`config.mk`:
```
export PLATFORM = sky130hd
export DESIGN_NAME = stk_reg_stack
export DESIGN_NICKNAME = d
export VERILOG_FILES = /design/src/rtl/stk_pkg.sv /design/src/rtl/stk_op_decode.sv /design/src/rtl/stk_ptr_ctrl.sv /design/src/rtl/stk_regfile.sv /design/src/rtl/stk_reg_stack.sv
export SDC_FILE = /design/constraint.sdc
export NUM_CORES = 1
export LEC_CHECK = 0
export BUFFER_PORTS_ARGS = -buffer_cell sky130_fd_sc_hd__buf_2
export CORE_MARGIN = 2
export CORE_UTILIZATION = 40
export CTS_BUF_LIST = sky130_fd_sc_hd__clkbuf_4
export DETAILED_ROUTE_END_ITERATION = 10
export RECOVER_POWER = 25
export SLEW_MARGIN = 40
export SYNTH_ARGS = -nofsm -noshare
export SYNTH_HDL_FRONTEND = slang
export SYNTH_SLANG_ARGS = --single-unit
```
`constraint.sdc`:
```
create_clock -name clk_i -period 5.45 [get_ports clk_i]
set_input_delay 1.3625 -clock clk_i [delete_from_list [all_inputs] [get_ports clk_i]]
set_output_delay 1.3625 -clock clk_i [all_outputs]
set_load 0.01 [all_outputs]
```
`src/rtl/stk_pkg.sv`:
```
package stk_pkg;
  typedef enum logic [1:0] {
    OP_IDLE = 2'd0,
    OP_PUSH = 2'd1,
    OP_POP  = 2'd2,
    OP_ERR  = 2'd3
  } stk_op_e;
endpackage

```
`src/rtl/stk_op_decode.sv`:
```
module stk_op_decode
  import stk_pkg::*;
(
  input  logic    push_i,
  input  logic    pop_i,
  input  logic    full_i,
  input  logic    empty_i,
  output stk_op_e op_o
);
  always_comb begin
    unique case ({push_i, pop_i})
      2'b10:   op_o = full_i  ? OP_ERR : OP_PUSH;
      2'b01:   op_o = empty_i ? OP_ERR : OP_POP;
      2'b11:   op_o = OP_ERR;
      default: op_o = OP_IDLE;
    endcase
  end
endmodule

```
`src/rtl/stk_ptr_ctrl.sv`:
```
module stk_ptr_ctrl
  import stk_pkg::*;
#(
  parameter int ADDR_W = 6
) (
  input  logic              clk_i,
  input  logic              rst_ni,
  input  stk_op_e           op_i,
  output logic              wr_en_o,
  output logic [ADDR_W-1:0] wr_addr_o,
  output logic              rd_en_o,
  output logic [ADDR_W-1:0] rd_addr_o,
  output logic [ADDR_W-1:0] sp_o,
  output logic              full_o,
  output logic              empty_o,
  output logic              err_o
);
  logic [ADDR_W-1:0] sp_q, sp_inc, sp_dec;
  logic              full_q, empty_q, err_q;

  assign sp_inc = sp_q + ADDR_W'(1);
  assign sp_dec = sp_q - ADDR_W'(1);

  // write lands at the incremented pointer, read at the current one
  assign wr_en_o   = (op_i == OP_PUSH);
  assign wr_addr_o = sp_inc;
  assign rd_en_o   = (op_i == OP_POP);
  assign rd_addr_o = sp_q;

  always_ff @(posedge clk_i or negedge rst_ni) begin
    if (!rst_ni) begin
      sp_q    <= '0;
      full_q  <= 1'b0;
      empty_q <= 1'b1;
      err_q   <= 1'b0;
    end else begin
      err_q <= (op_i == OP_ERR);
      unique case (op_i)
        OP_PUSH: begin
          sp_q    <= sp_inc;
          full_q  <= (sp_inc == '0);
          empty_q <= 1'b0;
        end
        OP_POP: begin
          sp_q    <= sp_dec;
          empty_q <= (sp_dec == '0);
          full_q  <= 1'b0;
        end
        default: ;
      endcase
    end
  end

  assign sp_o    = sp_q;
  assign full_o  = full_q;
  assign empty_o = empty_q;
  assign err_o   = err_q;
endmodule

```
`src/rtl/stk_regfile.sv`:
```
module stk_regfile #(
  parameter int DATA_W = 8,
  parameter int ADDR_W = 6
) (
  input  logic              clk_i,
  input  logic              rst_ni,
  input  logic              wr_en_i,
  input  logic [ADDR_W-1:0] wr_addr_i,
  input  logic [DATA_W-1:0] wr_data_i,
  input  logic              rd_en_i,
  input  logic [ADDR_W-1:0] rd_addr_i,
  output logic [DATA_W-1:0] rd_data_o,
  output logic              rd_valid_o
);
  localparam int Depth = 1 << ADDR_W;

  logic [DATA_W-1:0] mem_q [Depth];
  logic [Depth-1:0]  word_we;

  for (genvar g = 0; g < Depth; g++) begin : g_we
    assign word_we[g] = wr_en_i && (wr_addr_i == ADDR_W'(g));
  end

  always_ff @(posedge clk_i or negedge rst_ni) begin
    if (!rst_ni) begin
      for (int i = 0; i < Depth; i++) mem_q[i] <= '0;
    end else begin
      for (int i = 0; i < Depth; i++) begin
        if (word_we[i]) mem_q[i] <= wr_data_i;
      end
    end
  end

  always_ff @(posedge clk_i or negedge rst_ni) begin
    if (!rst_ni) begin
      rd_data_o  <= '0;
      rd_valid_o <= 1'b0;
    end else begin
      rd_valid_o <= rd_en_i;
      if (rd_en_i) rd_data_o <= mem_q[rd_addr_i];
    end
  end
endmodule

```
`src/rtl/stk_reg_stack.sv`:
```
module stk_reg_stack
  import stk_pkg::*;
#(
  parameter int DATA_W = 8,
  parameter int ADDR_W = 6
) (
  input  logic              clk_i,
  input  logic              rst_ni,
  input  logic              push_i,
  input  logic              pop_i,
  input  logic [DATA_W-1:0] push_data_i,
  output logic [DATA_W-1:0] pop_data_o,
  output logic              pop_valid_o,
  output logic [ADDR_W-1:0] sp_o,
  output logic              full_o,
  output logic              empty_o,
  output logic              err_o
);
  stk_op_e           op;
  logic              wr_en, rd_en;
  logic [ADDR_W-1:0] wr_addr, rd_addr;

  stk_op_decode u_dec (
    .push_i  (push_i),
    .pop_i   (pop_i),
    .full_i  (full_o),
    .empty_i (empty_o),
    .op_o    (op)
  );

  stk_ptr_ctrl #(.ADDR_W(ADDR_W)) u_ptr (
    .clk_i     (clk_i),
    .rst_ni    (rst_ni),
    .op_i      (op),
    .wr_en_o   (wr_en),
    .wr_addr_o (wr_addr),
    .rd_en_o   (rd_en),
    .rd_addr_o (rd_addr),
    .sp_o      (sp_o),
    .full_o    (full_o),
    .empty_o   (empty_o),
    .err_o     (err_o)
  );

  stk_regfile #(.DATA_W(DATA_W), .ADDR_W(ADDR_W)) u_rf (
    .clk_i      (clk_i),
    .rst_ni     (rst_ni),
    .wr_en_i    (wr_en),
    .wr_addr_i  (wr_addr),
    .wr_data_i  (push_data_i),
    .rd_en_i    (rd_en),
    .rd_addr_i  (rd_addr),
    .rd_data_o  (pop_data_o),
    .rd_valid_o (pop_valid_o)
  );
endmodule

```
==> metrics, run 1 <==
fmax around 250 MHz; First DRT Iteration DRCs 980; post-DP HPWL between 30,000 and 40,000 um; drt total wl between 60,000 and 70,000 um; CP max-delay cell clkbuf_1; Row Count 90; largest net degree at the start of global routing 85; final period utilization 0.739; CTS tree built; DRT Pass-1 Iters 7; Crit path arrival time 4.93 ns; clock latency on the worst-skew pair roughly 0.99 ns; Max Cap Violations 1; total track usage 0.205; post-cts sizing count 0; final period demand of the worst path ~4.0 ns; Largest stage delay, worst path about 2.3 ns; Initial Utilization 0.407; peak supply drop roughly 0.00035 V; Die Y between 200 and 300 um; failing checks max-capacitance violations, max-slew violations; PortBufs 29; WL per Instance between 20 and 25 um; worst path cell trace clkbuf_1, clkbuf_2; antenna-violating nets left 0; Startpoint Class input port; final setup fails 0; Die Wd 252 um; CTS Buf Count roughly 150; core area roughly 60,000 um2; Die ar. 63,600 um2; first-pass GRT wire length 97,500 um; Synth Area in Compound Gates 0.0372; vias per cell between 5 and 6; net count after synthesis 1,674; Layout Skew approximately 0.05 ns; Ys Warns 0; H-tree Lvls 4; setup TNS 0 ns; layout cells sized above 1 0.537; post-synthesis cell type count 55; XOR/XNOR Fraction of Synth Area 0.00213; most common cell after layout, fill and taps aside dfrtp_1; Gate Count Post-Synth 1,652; post-synthesis async set-or-reset flop share 1.00; cell area power density approximately 510 nW/um2; Top FF cell, synth dfrtp_1; Overflow after GRT 0; clk sinks 530; outcome finished with violations; fin util 0.456; worst endpoint required time approximately 6.4 ns; Mapped Area between 20,000 and 25,000 um2; Root Buffer clkbuf_4; Reg clk slew, reported paths 0.06 ns; area growth from synthesis to layout 12.2%; Final nets 1,757; register area share after synthesis 0.538; syn avg cell area ~15 um2; proportion of synthesized area in mux cells 0.351; WS Path Type input port to asynchronous set/reset pin; fillers roughly 5,500; Clock Path Buffers 3; Seq cells post-synth 530; Rel. slew slack -1.22; largest family of logic cells by synthesized area multiplexers; crit path max fanout a little under 60; initial antenna violation count 1; commonest cells after routing, fill and taps aside dfrtp_1 (525), mux2_2 (512), clkbuf_4 (234); I/O Pins 30; final hold violations 0; unrepaired setup endpoints after global routing no; RePlAce Congestion ~0.83; Synth Area in Simple Gates 0.0435; number of synthesized flops with an enable pin 0; vias 14,900; Residual DRC 0; Post-CTS Setup Repair Bufs 0; number of hold buffers added after CTS 0; adder-cell area share of the yosys netlist 0.00508; Worst path top cell family by delay buffers and inverters; worst slew pin tran 3.33 ns; static leakage 13.3 nW; WP buf/inv 2; Critical Path End Type asynchronous set/reset pin; worst min-delay path class flop to flop; vias in the first global route approximately 16,000; Slew Viols, Final 57
[synth_stat cells (all sizes together) (13+ instances only)]
cell type	number	share of area
a21oi	13	0.0026
a22oi	28	0.0085
buf	53	0.010
clkbuf	77	0.012
dfrtp	529	0.54
mux2	512	0.23
mux2i	36	0.015
mux4	112	0.10
nand2	55	0.0092
nand3	15	0.0030
nand4	33	0.014
nor2	41	0.0071
o221ai	16	0.0057
o22ai	25	0.0063
[sequential cells by signal (all words and copies together) (netlist names)]
| signal | cells |
|---|---|
| u_ptr.empty_o | 1 |
| u_rf.rd_data_o | 8 |
| u_ptr.err_o | 1 |
| u_rf.mem_q | 512 |
| u_ptr.rd_addr_o | 6 |
| u_ptr.full_o | 1 |
| u_rf.rd_valid_o | 1 |
[path summary, 6_finish.rpt]
| kind | start | end | slack, ns | depth (start not counted) |
|---|---|---|---|---|
| max | rst_ni | u_rf.mem_q[428] | 1.42 | 2 |
| min | u_rf.mem_q[191] | u_rf.mem_q[191] | 0.50 | 1 |
| max reg2reg | u_ptr.rd_addr_o[0] | u_rf.mem_q[122] | 1.79 | 6 |
| min reg2reg | u_rf.mem_q[191] | u_rf.mem_q[191] | 0.50 | 1 |
| max in group clk_i | u_ptr.rd_addr_o[2] | sp_o[2] | 1.46 | 3 |
| min in group asynchronous | rst_ni | u_rf.mem_q[334] | 1.51 | 1 |
[metrics by stage]
stage | instances | setup slack [ns] | hold WS [ns] | cell area (um2) | power, mW
2_1_floorplan | 1652 | 2.13 | 0.474 | 24600 | 8.95
3_3_place_gp | 2366 | 1.48 | 0.482 | 25600 | 10.2
3_5_place_dp | 2367 | 1.47 | 0.488 | 25600 | 10.4
4_1_cts | 2631 | 1.36 | 0.218 | 27700 | 14.4
5_1_grt | 2632 | 0.718 | 0.510 | 27600 | 15.0
6_report | 2632 | 1.42 | 0.499 | 27600 | 14.2
[power breakdown]
part,internal [mW],switching [mW],total [mW]
sequential,5.18,0.736,5.91
clock,2.22,1.65,3.87
combinational,2.14,2.28,4.42
[cells by family after synthesis]
| family | Yosys count |
|---|---|
| AND/OR/NAND/NOR | 182 |
| AO/OA/AOI/OAI | 128 |
| flip-flops | 530 |
| XOR/XNOR | 6 |
| buffers and inverters | 136 |
| multiplexers | 660 |
| adder cells (fa/ha/maj) | 10 |
[layer usage]
| layer | wire, um | vias up | global-route usage |
|---|---|---|---|
| li1 | - | 6492 | - |
| met1 | 28300 | 8018 | 0.277 |
| met2 | 30100 | 332 | 0.325 |
| met3 | 3190 | 79 | 0.0539 |
| met4 | 1230 | 0 | 0.0644 |
| met5 | 0 | - | 0 |
[layout make-up]
type | instances | area, um2 | share of cell area
clock buffer | 234 | 1760 | 0.0636
sequential | 530 | 13300 | 0.480
timing repair buffer | 63 | 472 | 0.0171
tap | 782 | 978 | 0.0354
clock inverter | 30 | 273 | 0.00987
inverter | 6 | 22.5 | 0.000815
antenna | 1 | 2.50 | 0.0000905
multi-input combinational | 986 | 10900 | 0.393
Power figures use the tool's default switching activity.
==> inputs of run 2 (changes only) <==
==> constraint.sdc (replaced) <==
create_clock -name clk_i -period 3.8 [get_ports clk_i]
set_input_delay 0.95 -clock clk_i [delete_from_list [all_inputs] [get_ports clk_i]]
set_output_delay 0.95 -clock clk_i [all_outputs]
set_load 0.01 [all_outputs]
==> metrics, run 2 (same netlist as run 1, synthesis figures left out) <==
outcome finished with violations; failing checks max-capacitance violations, max-slew violations; layout cells sized above 1 0.534; Rel. slew slack -0.278; post-DP HPWL around 41,000 um; largest register by flop count u_rf.mem_q; core area 60,600 um2; H-tree Lvls 4; final hold violations 0; CP max-delay cell buf_6; total track usage 0.210; DP Area 25,800 um2; crit path max fanout 49; first-pass GRT wire length 99,900 um; Row Count 90; Layout Skew ~0.06 ns; static leakage 13.2 nW; fillers 5,459; Max Cap Violations 2; worst min-delay path class input port to flop; vias per cell ~5.7; First DRT Iteration DRCs approximately 1,000; unrepaired setup endpoints after global routing no; Die Y around 250 um; final total power between 20 and 25 mW; fin util 0.456; Hold Slack 0.378 ns; Startpoint Class flop; largest net degree at the start of global routing around 120; worst endpoint required time approximately 2.9 ns; Critical Path End Type primary output; clk sinks 530; Residual DRC 0; Root Buffer clkbuf_4; vias in the first global route 16,000; Crit path arrival time about 2.3 ns; Largest stage delay, worst path between 0.5 and 0.6 ns; DRT Pass-1 Iters 7; fmax 310 MHz; Post-Place Worst Slack about 0.45 ns; final setup fails 0; clock latency on the worst-skew pair just over 1 ns; CTS Buf Count about 140; RePlAce Congestion 0.825; WP buf/inv 2; vias between 15,000 and 20,000; WL per Instance 24.2 um; Reg clk slew, reported paths around 0.070 ns; commonest cells after routing, fill and taps aside dfrtp_1 (526), mux2_2 (512), clkbuf_4 (217); peak supply drop around 0.00043 V; Die ar. about 64,000 um2; PortBufs 29; Setup WS post-layout roughly 0.57 ns; antenna-violating nets left 0; WS Path Type flop to primary output; max reg flops 512; final period demand of the worst path roughly 3.2 ns; worst path cell trace buf_6, buf_2; Initial Utilization 0.407; I/O Pins 30; Worst path top cell family by delay buffers and inverters; Final nets roughly 1,800; cell area power density between 700 and 800 nW/um2; Overflow after GRT 0; drt total wl 63,900 um; Die Wd between 200 and 300 um; Clock Path Buffers 3; Placed Instances between 2,000 and 2,500; initial antenna violation count 2; Slew Viols, Final between 60 and 70; Final Instance Area 27,600 um2; Finished Layout Cells roughly 2,600; worst slew pin tran roughly 1.9 ns; CTS tree built; final period utilization 0.850; area growth from synthesis to layout 12.2%; most common cell after layout, fill and taps aside dfrtp_1; setup TNS 0 ns
==> run 2: final cells by class <==
cell class              count  area [um2]  area share
flip-flops and latches    530       13300       0.480
diodes                      7        17.5    0.000634
well taps                 782         978      0.0354
multi-input cells         986       10900       0.393
clock inverters            31         201     0.00729
repair buffers             82         667      0.0241
inverters                   6        22.5    0.000815
clock buffers             217        1630      0.0589
==> run 2: worst reg2reg max path, cell delays in order (launching register included) <==
cell,delay (ns)
dfrtp_4,0.52
ha_1,0.39
o41ai_1,0.84
nand3_1,0.29
nor2_2,0.54
mux2_2,0.40
==> run 2: final timing paths <==
path / to / start / cells after the start / slack (ns)
worst min register to register: u_rf.mem_q[451] / u_rf.mem_q[451] / 1 / 0.50
min in group asynchronous: u_rf.mem_q[244] / rst_ni / 2 / 0.47
worst max-delay path: sp_o[1] / u_ptr.rd_addr_o[1] / 2 / 0.57
max in group asynchronous: u_rf.mem_q[341] / rst_ni / 3 / 1.14
worst max register to register: u_rf.mem_q[89] / u_ptr.rd_addr_o[0] / 5 / 0.66
worst min-delay path: u_ptr.err_o / push_i / 4 / 0.38
==> run 2: power by group <==
part | internal, mW | total, mW | switching (mW) | leakage [nW]
combinational | 3.15 | 6.49 | 3.34 | 4.96
clock | 2.73 | 5.16 | 2.42 | 1.08
sequential | 7.43 | 8.41 | 0.979 | 7.20
==> run 2: what timing repair did <==
| action | CTS | global route |
|---|---|---|
| resized for setup | 0 | 0 |
| buffers inserted | 0 | 0 |
| endpoints found under the setup margin | 0 | 0 |
| hold buffers | 1 | 0 |
| endpoints found under the hold margin | 46 | 0 |
==> run 2: layer usage <==
| metal | track usage | up-vias | part of all wire |
|---|---|---|---|
| li1 | - | 6510 | - |
| met1 | 0.293 | 8032 | 0.46 |
| met2 | 0.321 | 373 | 0.46 |
| met3 | 0.0482 | 102 | 0.056 |
| met4 | 0.0766 | 0 | 0.020 |
| met5 | 0 | - | 0 |
